## src/rtl/sp_pkg.sv

```systemverilog
// Shared constants and types for the sampling-pulse chain.
// Assumes a fixed group of three colour columns and three phase clocks.
package sp_pkg;
    localparam int unsigned PHASES = 3;
    localparam int unsigned GROUP  = 3;

    typedef enum logic {
        SAMPLE_GROUPED = 1'b0,
        SAMPLE_SERIAL  = 1'b1
    } sample_mode_e;
endpackage

```

## src/rtl/sp_edge.sv

```systemverilog
// Synchronous rising-edge detector for W independent level inputs.
// Assumes the inputs are already synchronous to clk; reset treats every input as previously low.
module sp_edge #(
    parameter int unsigned W = 1
) (
    input  logic         clk,
    input  logic         rst_n,
    input  logic [W-1:0] lvl_i,
    output logic [W-1:0] rise_o
);
    logic [W-1:0] prev_q;

    // Remember last cycle's level of each input.
    always_ff @(posedge clk) begin
        if (!rst_n) prev_q <= '0;
        else        prev_q <= lvl_i;
    end

    assign rise_o = lvl_i & ~prev_q;

    genvar gi;
    generate
        for (gi = 0; gi < W; gi++) begin : g_chk

            rise_one_cycle_chk: assert property (@(posedge clk) disable iff (!rst_n)
                rise_o[gi] |=> !rise_o[gi]);
        end
    endgenerate
endmodule

```

## src/rtl/sp_launch.sv

```systemverilog
// Holds a detected start edge until the next phase-1 edge and issues one launch there.
// Assumes start_rise_i and ph1_rise_i are single-cycle edge strobes.
module sp_launch (
    input  logic clk,
    input  logic rst_n,
    input  logic start_rise_i,
    input  logic ph1_rise_i,
    output logic launch_o
);
    logic pending_q;

    assign launch_o = ph1_rise_i & (pending_q | start_rise_i);

    // Keep a start pending until a phase-1 edge consumes it.
    always_ff @(posedge clk) begin
        if (!rst_n)          pending_q <= 1'b0;
        else if (ph1_rise_i) pending_q <= 1'b0;
        else if (start_rise_i) pending_q <= 1'b1;
    end


    start_held_chk: assert property (@(posedge clk) disable iff (!rst_n)
        start_rise_i && !ph1_rise_i |=> pending_q);

    single_launch_chk: assert property (@(posedge clk) disable iff (!rst_n)
        launch_o |=> !pending_q);
endmodule

```

## src/rtl/sp_chain.sv

```systemverilog
// Column token chain in logical order (stage 0 is sampled first).
// Grouped stepping moves GRP stages per shift; serial stepping moves one.
// Assumes COLS is a multiple of GRP and larger than GRP.
module sp_chain #(
    parameter int unsigned COLS = 240,
    parameter int unsigned GRP  = 3
) (
    input  logic            clk,
    input  logic            rst_n,
    input  logic            shift_i,
    input  logic            grouped_i,
    input  logic            launch_i,
    output logic [COLS-1:0] stage_o,
    output logic            carry_o
);
    localparam int unsigned TOP = COLS - 1;

    logic [COLS-1:0] stage_q;
    logic [COLS-1:0] stage_d;
    logic            carry_q;

    // Next chain contents for the selected step size.
    always_comb begin
        if (grouped_i) stage_d = {stage_q[COLS-GRP-1:0], {GRP{launch_i}}};
        else           stage_d = {stage_q[COLS-2:0], launch_i};
    end

    // Advance the chain on each shift event.
    always_ff @(posedge clk) begin
        if (!rst_n)       stage_q <= '0;
        else if (shift_i) stage_q <= stage_d;
    end

    // Carry is set by the shift that empties the last stage, cleared by the next.
    always_ff @(posedge clk) begin
        if (!rst_n)       carry_q <= 1'b0;
        else if (shift_i) carry_q <= stage_q[TOP];
    end

    assign stage_o = stage_q;
    assign carry_o = carry_q;


    first_stage_launch_chk: assert property (@(posedge clk) disable iff (!rst_n)
        $rose(stage_q[0]) |-> $past(launch_i));

    carry_hold_chk: assert property (@(posedge clk) disable iff (!rst_n)
        carry_q && !shift_i |=> carry_q);

    carry_source_chk: assert property (@(posedge clk) disable iff (!rst_n)
        $rose(carry_q) |-> $past(stage_q[TOP]));
endmodule

```

## src/rtl/sp_pulse_chain.sv

```systemverilog
// Top: bidirectional sampling-pulse generator with grouped or serial stepping.
// Assumes all inputs are synchronous to clk and COLS is a multiple of three.
// The cascade pins are split into in/out/oe for a pad wrapper to combine.
module sp_pulse_chain
    import sp_pkg::*;
#(
    parameter int unsigned COLS = 240
) (
    input  logic            clk,
    input  logic            rst_n,
    input  logic            ph1,
    input  logic            ph2,
    input  logic            ph3,
    input  logic            dir_fwd,
    input  logic            seq_mode,
    input  logic            casc_r_in,
    output logic            casc_r_out,
    output logic            casc_r_oe,
    input  logic            casc_l_in,
    output logic            casc_l_out,
    output logic            casc_l_oe,
    output logic [COLS-1:0] col_pulse
);
    sample_mode_e          mode;
    logic [PHASES-1:0]     ph_rise;
    logic                  start_lvl;
    logic                  start_rise;
    logic                  launch;
    logic                  shift;
    logic                  carry;
    logic [COLS-1:0]       stage;

    assign mode      = sample_mode_e'(seq_mode);
    assign start_lvl = dir_fwd ? casc_r_in : casc_l_in;

    sp_edge #(.W(PHASES)) i_ph_edge (
        .clk    (clk),
        .rst_n  (rst_n),
        .lvl_i  ({ph3, ph2, ph1}),
        .rise_o (ph_rise)
    );

    sp_edge #(.W(1)) i_start_edge (
        .clk    (clk),
        .rst_n  (rst_n),
        .lvl_i  (start_lvl),
        .rise_o (start_rise)
    );

    sp_launch i_launch (
        .clk          (clk),
        .rst_n        (rst_n),
        .start_rise_i (start_rise),
        .ph1_rise_i   (ph_rise[0]),
        .launch_o     (launch)
    );

    // Shift events: phase 1 only when grouped, any phase when serial.
    always_comb begin
        if (mode == SAMPLE_SERIAL) shift = |ph_rise;
        else                       shift = ph_rise[0];
    end

    sp_chain #(.COLS(COLS), .GRP(GROUP)) i_chain (
        .clk       (clk),
        .rst_n     (rst_n),
        .shift_i   (shift),
        .grouped_i (mode == SAMPLE_GROUPED),
        .launch_i  (launch),
        .stage_o   (stage),
        .carry_o   (carry)
    );

    // Map logical stage order onto physical columns per direction.
    genvar gc;
    generate
        for (gc = 0; gc < COLS; gc++) begin : g_col
            assign col_pulse[gc] = dir_fwd ? stage[gc] : stage[COLS-1-gc];
        end
    endgenerate

    assign casc_l_oe  = dir_fwd;
    assign casc_r_oe  = !dir_fwd;
    assign casc_l_out = dir_fwd & carry;
    assign casc_r_out = !dir_fwd & carry;


    grouped_ignores_ph23_chk: assert property (@(posedge clk) disable iff (!rst_n)
        !seq_mode && !ph_rise[0] |=> $stable(col_pulse) || !$stable(dir_fwd));

    idle_pin_quiet_chk: assert property (@(posedge clk) disable iff (!rst_n)
        !(casc_l_out && casc_r_out));
endmodule

```

## config.mk

```make
export PLATFORM = sky130hd
export DESIGN_NAME = sp_pulse_chain
export DESIGN_NICKNAME = d
export VERILOG_FILES = /design/src/rtl/sp_pkg.sv /design/src/rtl/sp_edge.sv /design/src/rtl/sp_launch.sv /design/src/rtl/sp_chain.sv /design/src/rtl/sp_pulse_chain.sv
export SDC_FILE = /design/constraint.sdc
export NUM_CORES = 1
export LEC_CHECK = 0
export ABC_AREA = 1
export ABC_CLOCK_PERIOD_IN_PS = 2000
export BUFFER_PORTS_ARGS = -buffer_cell sky130_fd_sc_hd__buf_4
export CORE_ASPECT_RATIO = 1.5
export CORE_MARGIN = 4
export CORE_UTILIZATION = 59
export DETAILED_ROUTE_END_ITERATION = 8
export GPL_TIMING_DRIVEN = 0
export PLACE_DENSITY = 0.83
export SYNTH_ARGS = -nofsm -noshare
export SYNTH_HDL_FRONTEND = slang
export SYNTH_SLANG_ARGS = --single-unit
```

## constraint.sdc

```tcl
create_clock -name clk -period 2 [get_ports clk]
set_input_delay 0.4 -clock clk [delete_from_list [all_inputs] [get_ports clk]]
set_output_delay 0.4 -clock clk [all_outputs]
set_load 0.02 [all_outputs]
```

==> flow_summary.yaml <==
run_status:
  run_status: "finished, violations left"
  failed_checks: "negative setup slack"
finish:
  fillCellCount: 2196
  final_layout_size_suffix_gt1_frac: 0.161
  final-seq-area_mm2: 0.00492
  multiInputGateArea_mm2: 0.00733
  area.growth.synth_to_final_pct: 22.6
  design.final.nets: 2674
  n_antenna_cell: 0
clock_tree:
  insertion_delay_ns: 0.53
  cts_inserted_buffers: 26
  postCtsHoldBufs: 0
  numClockSinks: 246
  cts.clk_slew.worst_paths_ns: 0.06
  h-tree-depth: 1
  clock_tree.root_cell: "sky130_fd_sc_hd__clkbuf_16"
  ctsLongestPathBuffers: 3
  tritoncts_clock_tree: "built"
  post-cts-setup-buffer-count: 0
routing:
  via_count: 16800
  detail_route.first_pass.iterations: 5
  drt_drc_violations_left: 0
  initialDrtViolationCount: 1586
  route.detailed.wl_per_inst_um: 16.2
  drt.antenna.violating_nets: 0
  post_drt_via_cell_ratio: 5.60
  drt_wl_total_um: 48600
floorplan:
  die_width_um: 136
  starting_utilization_of_the_core_area: 0.596
  die_y_um: 200
  design.die.area_mm2: 0.0272
  core_area_mm2: 0.0243
  count_of_boundary_i_o_pins: 253
  placement_rows: 70
pwr:
  power.share.clock: 0.341
  netSwitchingFraction: 0.344
  cellInternalPower_mw: 9.90
  share_seq_of_total_power: 0.386
  power.switching_mw: 5.19
  peakVddDrop_mv: 0.662
  share_of_power_burned_in_combinational_logic: 0.273
  p_leak_nw: 7.67
  powerDensity_mw_per_mm2: 847
yosys:
  post_synth_inst_count: 2388
  synth_area_in_compound_gates: 0.248
  ys_warn_count: 0
  synth_cell_types: 23
  main_combinational_cell_family_by_area_after_synthesis: "simple AND/OR/NAND/NOR gates"
  synth.net_count: 2397
  parity_gate_share_of_the_synthesized_area_counting_xor_and_xnor_cells: 0
  post_synth_and_or_nand_nor_area_fraction: 0.256
  post_synthesis_sequential_area_ratio: 0.339
  yosys.area_share.adder: 0
  synthesis.area_mm2: 0.0145
  post_synth_mux_area_share: 0
  synth.avg_cell_area_um2: 6.08
  synth.ff_latch_count: 246
sta:
  finalSetupViolations: 7
  setup_total_negative_slack_ns: -0.127
  period_share: 1.02
  worst_slew_margin_rel: 0.538
  postLayoutSetupSlackWorst_ns: -0.0423
  timing.fmax_mhz: 490
  finalWorstPathRequiredPeriod_ns: 2.04
  clock-skew-final_ns: 0.00858
  timing.final.max_slew_violations: 0
  rsz_0062_raised_after_global_routing: "yes"
  worst_slew_pin_slew_ns: 0.693
  finalHoldViolations: 0
worst_setup_path:
  endpoint_kind: "output port"
  regToRegStartpoint: "i_ph_edge.prev_q[2]"
  arrival_ns: 1.64
  start_kind: "input pin"
  regToRegEndpoint: "i_chain.stage_o[79]"
  crit_path_category: "in -> out"
  cp.required_ns: 1.60
  worst-r2r-cell-count: 9
  maximum_fanout_along_the_worst_path: 10
  worst-r2r-setup-slack_ns: 0.54
worst_hold_path:
  worst_hold_end: "i_ph_edge.prev_q[1]"
  hold_path_startpoint: "ph2"
  min_path_cells: 3
  hold_class: "in -> reg"
flow_run:
  max-cap-violations: 0
place:
  portBuffers: 249
  place_congestion: 0.953
  dp.final_hpwl_um: 35000
  placement.setup.worst_slack_ns: -0.311
grt:
  grt_pass1_wl_um: 77700
  number_of_global_route_vias_before_repair: 15900
  overall_fraction_of_global_route_tracks_in_use: 0.341
  pin_count_of_the_biggest_net_entering_global_routing: 15
  global_route.overflow_total: 0
  initial_antenna_violation_count: 0
cells in the mapped netlist:
master                       n  area [µm²]
sky130_fd_sc_hd__inv_4       1        6.26
sky130_fd_sc_hd__buf_6      33         372
sky130_fd_sc_hd__nand2_4     1        11.3
sky130_fd_sc_hd__clkbuf_2    2        10.0
sky130_fd_sc_hd__buf_12      3        60.1
sky130_fd_sc_hd__buf_8      20         300
sky130_fd_sc_hd__dfxtp_1   246        4920
sky130_fd_sc_hd__a21oi_1     5        25.0
sky130_fd_sc_hd__clkbuf_1   67         251
sky130_fd_sc_hd__buf_4       5        37.5
sky130_fd_sc_hd__nand3_1     3        15.0
sky130_fd_sc_hd__nor2_1    479        1800
sky130_fd_sc_hd__clkbuf_4    2        15.0
sky130_fd_sc_hd__nor2_4      1        11.3
sky130_fd_sc_hd__inv_1     251         942
sky130_fd_sc_hd__buf_1       2        7.51
sky130_fd_sc_hd__inv_2       3        11.3
sky130_fd_sc_hd__o21ai_0   540        2700
sky130_fd_sc_hd__buf_2      52         260
sky130_fd_sc_hd__nand3b_1    1        7.51
sky130_fd_sc_hd__o21ai_1   175         876
sky130_fd_sc_hd__nand2_8     1        20.0
sky130_fd_sc_hd__nand2_1   495        1860
critical path, stage by stage:
cell and delay, ns:
sky130_fd_sc_hd__buf_6 0.15, sky130_fd_sc_hd__buf_2 0.23, sky130_fd_sc_hd__clkbuf_2 0.24, sky130_fd_sc_hd__o21ai_0 0.40
sky130_fd_sc_hd__buf_4 0.22
power by group through the flow:
stage	logic, mW	clock network, mW	registers, mW
2_1_floorplan	2.64	0	5.77
3_3_place_gp	3.96	0	5.90
3_5_place_dp	4.01	0	5.91
4_1_cts	4.06	5.17	5.81
5_1_grt	4.52	5.37	5.88
6_report	4.11	5.15	5.83
metal layers:
layer / vias to the layer above / GRT usage / part of all wire
met3: 204 / 0.0548 / 0.080
met1: 7714 / 0.398 / 0.38
li1: 8076 / - / -
met4: 0 / 0.177 / 0.056
met5: - / 0 / 0
met2: 841 / 0.593 / 0.49
what timing repair did:
action / in CTS / in global routing
resized for setup: 21 / 44
endpoints found under the hold margin: 0 / 0
endpoints found under the setup margin: 239 / 135
placed cells by master, fill, tap and decap left out, types with 27 or more instances in the layout:
cell,Yosys,layout
sky130_fd_sc_hd__clkbuf_1,67,56
sky130_fd_sc_hd__nor2_1,479,479
sky130_fd_sc_hd__buf_6,33,39
sky130_fd_sc_hd__nand2_1,495,495
sky130_fd_sc_hd__o21ai_1,175,176
sky130_fd_sc_hd__inv_1,251,251
sky130_fd_sc_hd__dfxtp_1,246,246
sky130_fd_sc_hd__clkbuf_16,0,27
sky130_fd_sc_hd__o21ai_0,540,537
sky130_fd_sc_hd__buf_4,5,270
worst max-delay path by stage:
stage / slack (ns) / start / endpoint / depth (start not counted)
final: -0.04 / dir_fwd / col_pulse[9] / 5
after global routing: -0.08 / dir_fwd / col_pulse[7] / 5
after CTS: -0.04 / dir_fwd / col_pulse[7] / 7
after detailed placement: -0.31 / dir_fwd / col_pulse[19] / 7
after global placement: -0.31 / dir_fwd / col_pulse[19] / 7
after floorplan: 0.12 / dir_fwd / col_pulse[4] / 5
flip-flops by register name (all words and copies together), names as in the netlist:
| signal | count |
|---|---|
| i_chain.stage_o | 240 |
| i_ph_edge.prev_q | 3 |
| i_chain.carry_o | 1 |
| i_launch.pending_q | 1 |
| i_start_edge.prev_q | 1 |
stage by stage:
stage / instance area [µm²] / hold slack, ns / total power [mW] / utilization / std cells
after floorplan: 14500 / 0.449 / 8.41 / - / 2388
after global placement: 16800 / 0.477 / 9.85 / 0.690 / 2961
after detailed placement: 16800 / 0.477 / 9.92 / 0.690 / 2961
after CTS: 17700 / 0.0550 / 15.0 / 0.729 / 3008
after global routing: 17800 / 0.0641 / 15.8 / 0.732 / 3008
final: 17800 / 0.0600 / 15.1 / 0.732 / 3008
cells by family after synthesis:
logic type / Yosys count
AO/OA/AOI/OAI: 720
buffers and inverters: 441
flip-flops: 246
AND/OR/NAND/NOR: 981
cell type report:
class                           instances  area share
Buffer                                186      0.0796
Multi-Input combinational cell       1701       0.412
Inverter                              255      0.0539
Clock inverter                         14     0.00864
Tap cell                              324      0.0228
Sequential cell                       246       0.277
Clock buffer                           33      0.0420
Timing Repair Buffer                  249       0.105
(Power assumes the default switching activity.)
